<file path="src/rtl/cyc_irq_pkg.sv">
package cyc_irq_pkg;
  localparam int unsigned ADDR_W = 16;
  localparam int unsigned DATA_W = 3;
  localparam logic [ADDR_W-1:0] CTRL_ADDR = 16'h4122;
  localparam logic [DATA_W-1:0] RUN_CODE  = 3'd3;

  typedef struct packed {
    logic rise;
    logic fall;
  } strobe_ev_t;
endpackage

</file>
<file path="src/rtl/cyc_irq_edge.sv">
module cyc_irq_edge
  import cyc_irq_pkg::*;
(
  input  logic       clk,
  input  logic       rst_n,
  input  logic       m2,
  output strobe_ev_t ev
);
  logic m2_q, m2_d;

  always_comb begin
    m2_d    = m2;
    ev.rise = m2 & ~m2_q;
    ev.fall = ~m2 & m2_q;
  end

  always_ff @(posedge clk or negedge rst_n) begin
    if (!rst_n) m2_q <= 1'b0;
    else        m2_q <= m2_d;
  end


  rise_needs_low_before_chk: assert property (@(posedge clk) disable iff (!rst_n)
    ev.rise |=> !ev.rise);
endmodule

</file>
<file path="src/rtl/cyc_irq_ctrl.sv">
module cyc_irq_ctrl
  import cyc_irq_pkg::*;
#(
  parameter int unsigned AW = ADDR_W,
  parameter int unsigned DW = DATA_W,
  parameter logic [AW-1:0] REG_ADDR = CTRL_ADDR,
  parameter logic [DW-1:0] GO_CODE  = RUN_CODE
) (
  input  logic          clk,
  input  logic          rst_n,
  input  strobe_ev_t    ev,
  input  logic [AW-1:0] cpu_addr,
  input  logic [DW-1:0] cpu_data,
  input  logic          cpu_rw,
  output logic          run_q,
  output logic          stop_pulse
);
  logic wr_hit, run_d, run_ce;

  always_comb begin
    wr_hit     = ev.fall & ~cpu_rw & (cpu_addr == REG_ADDR);
    run_ce     = wr_hit;
    run_d      = (cpu_data == GO_CODE);
    stop_pulse = wr_hit & (cpu_data != GO_CODE);
  end

  always_ff @(posedge clk or negedge rst_n) begin
    if (!rst_n)      run_q <= 1'b0;
    else if (run_ce) run_q <= run_d;
  end


  run_change_by_write_chk: assert property (@(posedge clk) disable iff (!rst_n)
    (run_q != $past(run_q)) |-> $past(ev.fall && !cpu_rw && cpu_addr == REG_ADDR));
endmodule

</file>
<file path="src/rtl/cyc_irq_count.sv">
module cyc_irq_count #(
  parameter int unsigned CNT_W = 12
) (
  input  logic clk,
  input  logic rst_n,
  input  logic run_q,
  input  logic stop_pulse,
  input  logic tick,
  output logic pend_q
);
  localparam logic [CNT_W-1:0] CNT_LAST = '1;

  logic [CNT_W-1:0] cnt_q, cnt_d;
  logic             phase_q, phase_d, pend_d, ce;

  always_comb begin
    cnt_d   = cnt_q;
    phase_d = phase_q;
    pend_d  = pend_q;
    ce      = 1'b0;
    if (stop_pulse || !run_q) begin
      ce      = 1'b1;
      cnt_d   = '0;
      phase_d = 1'b0;
      pend_d  = 1'b0;
    end else if (tick) begin
      ce    = 1'b1;
      cnt_d = cnt_q + 1'b1;
      if (cnt_q == CNT_LAST) begin
        phase_d = ~phase_q;
        pend_d  = ~phase_q;
      end
    end
  end

  always_ff @(posedge clk or negedge rst_n) begin
    if (!rst_n) begin
      cnt_q   <= '0;
      phase_q <= 1'b0;
      pend_q  <= 1'b0;
    end else if (ce) begin
      cnt_q   <= cnt_d;
      phase_q <= phase_d;
      pend_q  <= pend_d;
    end
  end


  idle_is_clear_chk: assert property (@(posedge clk) disable iff (!rst_n)
    !run_q |-> (cnt_q == '0 && !pend_q));

  raise_on_tick_chk: assert property (@(posedge clk) disable iff (!rst_n)
    $rose(pend_q) |-> $past(tick && run_q));

  self_release_keeps_run_chk: assert property (@(posedge clk) disable iff (!rst_n)
    ($fell(pend_q) && run_q) |-> ($past(tick) && $past(run_q)));
endmodule

</file>
<file path="src/rtl/cyc_irq_timer.sv">
module cyc_irq_timer
  import cyc_irq_pkg::*;
#(
  parameter int unsigned AW    = ADDR_W,
  parameter int unsigned DW    = DATA_W,
  parameter int unsigned CNT_W = 12,
  parameter logic [AW-1:0] REG_ADDR = CTRL_ADDR,
  parameter logic [DW-1:0] GO_CODE  = RUN_CODE
) (
  input  logic          clk,
  input  logic          rst_n,
  input  logic [AW-1:0] cpu_addr,
  input  logic [DW-1:0] cpu_data,
  input  logic          cpu_rw,
  input  logic          m2,
  output logic          irq_n
);
  logic [1:0] rs_q;
  logic       srst_n, run_q, stop_pulse, pend_q;
  strobe_ev_t ev;

  always_ff @(posedge clk or negedge rst_n) begin
    if (!rst_n) rs_q <= 2'b00;
    else        rs_q <= {rs_q[0], 1'b1};
  end
  assign srst_n = rs_q[1];

  cyc_irq_edge u_edge (.clk(clk), .rst_n(srst_n), .m2(m2), .ev(ev));

  cyc_irq_ctrl #(.AW(AW), .DW(DW), .REG_ADDR(REG_ADDR), .GO_CODE(GO_CODE)) u_ctrl (
    .clk(clk), .rst_n(srst_n), .ev(ev), .cpu_addr(cpu_addr), .cpu_data(cpu_data),
    .cpu_rw(cpu_rw), .run_q(run_q), .stop_pulse(stop_pulse));

  cyc_irq_count #(.CNT_W(CNT_W)) u_cnt (
    .clk(clk), .rst_n(srst_n), .run_q(run_q), .stop_pulse(stop_pulse),
    .tick(ev.rise), .pend_q(pend_q));

  assign irq_n = ~pend_q;


  reset_quiet_chk: assert property (@(posedge clk) !srst_n |-> irq_n);
endmodule

</file>
<file path="config.mk">
export PLATFORM = sky130hd
export DESIGN_NAME = cyc_irq_timer
export DESIGN_NICKNAME = d
export VERILOG_FILES = /design/src/rtl/cyc_irq_pkg.sv /design/src/rtl/cyc_irq_edge.sv /design/src/rtl/cyc_irq_ctrl.sv /design/src/rtl/cyc_irq_count.sv /design/src/rtl/cyc_irq_timer.sv
export SDC_FILE = /design/constraint.sdc
export NUM_CORES = 1
export LEC_CHECK = 0
export ABC_AREA = 1
export BUFFER_PORTS_ARGS = -buffer_cell sky130_fd_sc_hd__buf_2
export CORE_ASPECT_RATIO = 1.1
export CORE_UTILIZATION = 46
export CTS_CLUSTER_SIZE = 14
export DETAILED_ROUTE_END_ITERATION = 12
export PLACE_DENSITY = 0.73
export SYNTH_ARGS = -nofsm -noshare
export SYNTH_HDL_FRONTEND = slang
export SYNTH_HIERARCHICAL = 1
export SYNTH_SLANG_ARGS = --single-unit
export TNS_END_PERCENT = 20
</file>
<file path="constraint.sdc">
create_clock -name clk -period 0.8 [get_ports clk]
set_input_delay 0 -clock clk [delete_from_list [all_inputs] [get_ports clk]]
set_output_delay 0 -clock clk [all_outputs]
set_load 0.01 [all_outputs]
</file>
==> impl_metrics.csv <==
group,metric,value,unit
run_status,status,"complete, but fails checks",
run_status,violations,"setup timing",
cts,clk_latency,0.28,ns
yosys,synth_edf_count,0,
cts,clk_pin_slew,0.10,ns
cts,htreeDepth,1,
sta,setup_slack,-0.583,ns
global_routing,grt_pass1_wl,3.76,mm
setup_path,cp-start-kind,"register",
power_and_ir_drop,p_leak,0.683,nW
power_and_ir_drop,finalPower,1.49,mW
routing,routedWlPerCell,10.6,um
global_routing,grt_pass1_vias,988,
layout,multi_input_area,472,um^2
yosys,ys_types,21,
sta,max_freq,723,MHz
job,maxCapViolations,0,
routing,postRouteAntennaNets,0,
layout,nets,211,
die,coreArea,0.00186,mm^2
min_path,hold_path.class,"in -> async",
routing,viasPerCell,4.72,
sta,finalHoldViolCount,0,
yosys,syn-num-nets,154,
yosys,netlist_top_cells_area,"dfrtp_1, nand2_1, nor2_1, inv_1, nand3_1",
layout,area_growth,46.9,%
sta,slew_viol_final,0,
global_routing,grt-ovfl-total,0,
power_and_ir_drop,ir_worst_vdd,0.000669,V
placement,routabilityCongestion,0.923,
setup_path,r2r_cells,11,
yosys,syn_area_per_cell,7.31,um^2
cts,cts_buffers,3,
global_routing,grt_usage,0.223,
layout,final_cell_mix,"buf_4, buf_2, nor2_1",
yosys,synth_area_leader_cell,"dfrtp_1",
yosys,synth_top_flop_cell,"dfrtp_1",
die,start_util,0.510,
layout,drive_above_1_share,0.409,
die,chipHeight,49.7,um
sta,fin_skew,0.00184,ns
cts,clockBufferDepth,2,
placement,dp_hpwl,1.68,mm
setup_path,crit_arrival,1.56,ns
global_routing,grt_max_degree,16,
yosys,synth_seq_area_share,0.448,
layout,antenna_cells,0,
sta,rsz0062_at_grt,"yes",
routing,drc,0,
routing,vias,1005,
sta,fin_crit,1.38,ns
layout,num-fill-cells,150,
placement,place_ws,-0.583,ns
yosys,synthCells,130,
setup_path,ff2ff_setup_slack,-0.58,ns
die,io-pin-count,24,
die,rows,16,
yosys,synth-seq-cells,17,
setup_path,worstSetupPathType,"reg -> reg",
cts,clock-root-buffer,"clkbuf_4",
setup_path,end_kind,"register",
cts,cts.sinks,17,
global_routing,antenna_found_initial,0,
yosys,synthArstFlopShare,1.00,
setup_path,worstPathMaxFanout,7,
power_and_ir_drop,power_density,1070,mW/mm^2
routing,dr.first_iter.drc_count,19,
yosys,syn-cell-area,950,um^2
routing,wirelength,2.25,mm
layout,layout.cells.most_common,"buf_4",
die,die_x,45.3,um
placement,port_buffers,23,
routing,firstDrtPassIters,4,
setup_path,cp.required,0.98,ns
yosys,synth_top_area_share,0.448,
sta,setup_violations,15,
sta,period_share,1.73,
layout,seq_area,425,um^2
yosys,yosys_warnings,6,
cts,cts_tree,"done",
die,die_area,0.00225,mm^2
report_power, final:
part / internal (mW) / switching [mW] / total, mW
combinational: 0.0929 / 0.0769 / 0.170
clock: 0.193 / 0.258 / 0.452
sequential: 0.866 / 0.00344 / 0.870
flip-flops by register name, indices dropped and copies added, names as in the netlist:
register,count
u_edge/m2_q,1
u_cnt/cnt_q,12
u_ctrl/run_q,1
rs_q,2
u_cnt/phase_q,1
stage by stage:
| step | setup TNS, ns | util | hold WS [ns] | std cells | instance area (um^2) |
|---|---|---|---|---|---|
| after global placement | -6.42 | 0.688 | -0.216 | 203 | 1280 |
| after detailed placement | -6.90 | 0.688 | -0.210 | 203 | 1280 |
| after global routing | -8.81 | 0.749 | 0.0120 | 213 | 1400 |
| after CTS | -7.05 | 0.720 | -0.161 | 210 | 1340 |
| final | -7.27 | 0.749 | 0.0146 | 213 | 1400 |
| after floorplan | -4.59 | - | -0.296 | 130 | 952 |
worst max-delay path, stage by stage (launching register included):
cell and delay [ns]:
dfrtp_1 0.37, inv_1 0.04, nor2_1 0.09, nand2_1 0.07, inv_2 0.06, nand3_2 0.06, nor3_2 0.12, nor2_1 0.08
buf_4 0.16, buf_12 0.13, nand2_1 0.06, nor2_1 0.04
repair_timing:
action	4_1_cts	5_1_grt
buffers inserted	1	2
resized for setup	4	9
hold buffers	2	1
endpoints found under the setup margin	15	15
pin swaps	0	1
cloned	0	0
endpoints found under the hold margin	4	1
layout make-up:
cell class                 instances  area share
sequential                        17       0.305
inverter                          20      0.0556
tap                               27      0.0242
clock buffer                       4      0.0188
timing repair buffer              53       0.258
multi-input combinational         92       0.338
routing by layer:
layer	vias to the layer above	track usage	share of wire	wire [um]
met5	-	0	0	0
met4	0	0.0758	0.017	38
met3	6	0.0220	0.034	77
met2	27	0.406	0.55	1240
met1	451	0.259	0.40	893
li1	521	-	-	-
kinds of logic after synthesis:
family                     synth area share
AOI/OAI and AO/OA                    0.0619
adders and majority gates            0.0132
buffers and inverters                0.0935
DFF                                   0.448
other                               0.00395
and+or+nand+nor                       0.379
path summary, 6_finish.rpt:
check                             from              to
setup / recovery           u_edge/m2_q  u_cnt/cnt_q[7]
hold / removal                   rst_n         rs_q[0]
setup reg to reg           u_edge/m2_q  u_cnt/cnt_q[7]
hold reg to reg                rs_q[1]  u_cnt/cnt_q[4]
max in group asynchronous      rs_q[1]  u_cnt/cnt_q[5]
min in group clk           cpu_addr[8]    u_ctrl/run_q
cell usage after synthesis (2+ instances only):
| master | n |
|---|---|
| a21oi_1 | 7 |
| dfrtp_1 | 17 |
| inv_1 | 20 |
| nand2_1 | 26 |
| nand3_1 | 11 |
| nand4_1 | 3 |
| nor2_1 | 26 |
| nor2_2 | 6 |
| nor3_1 | 2 |
(Power assumes the default switching activity.)
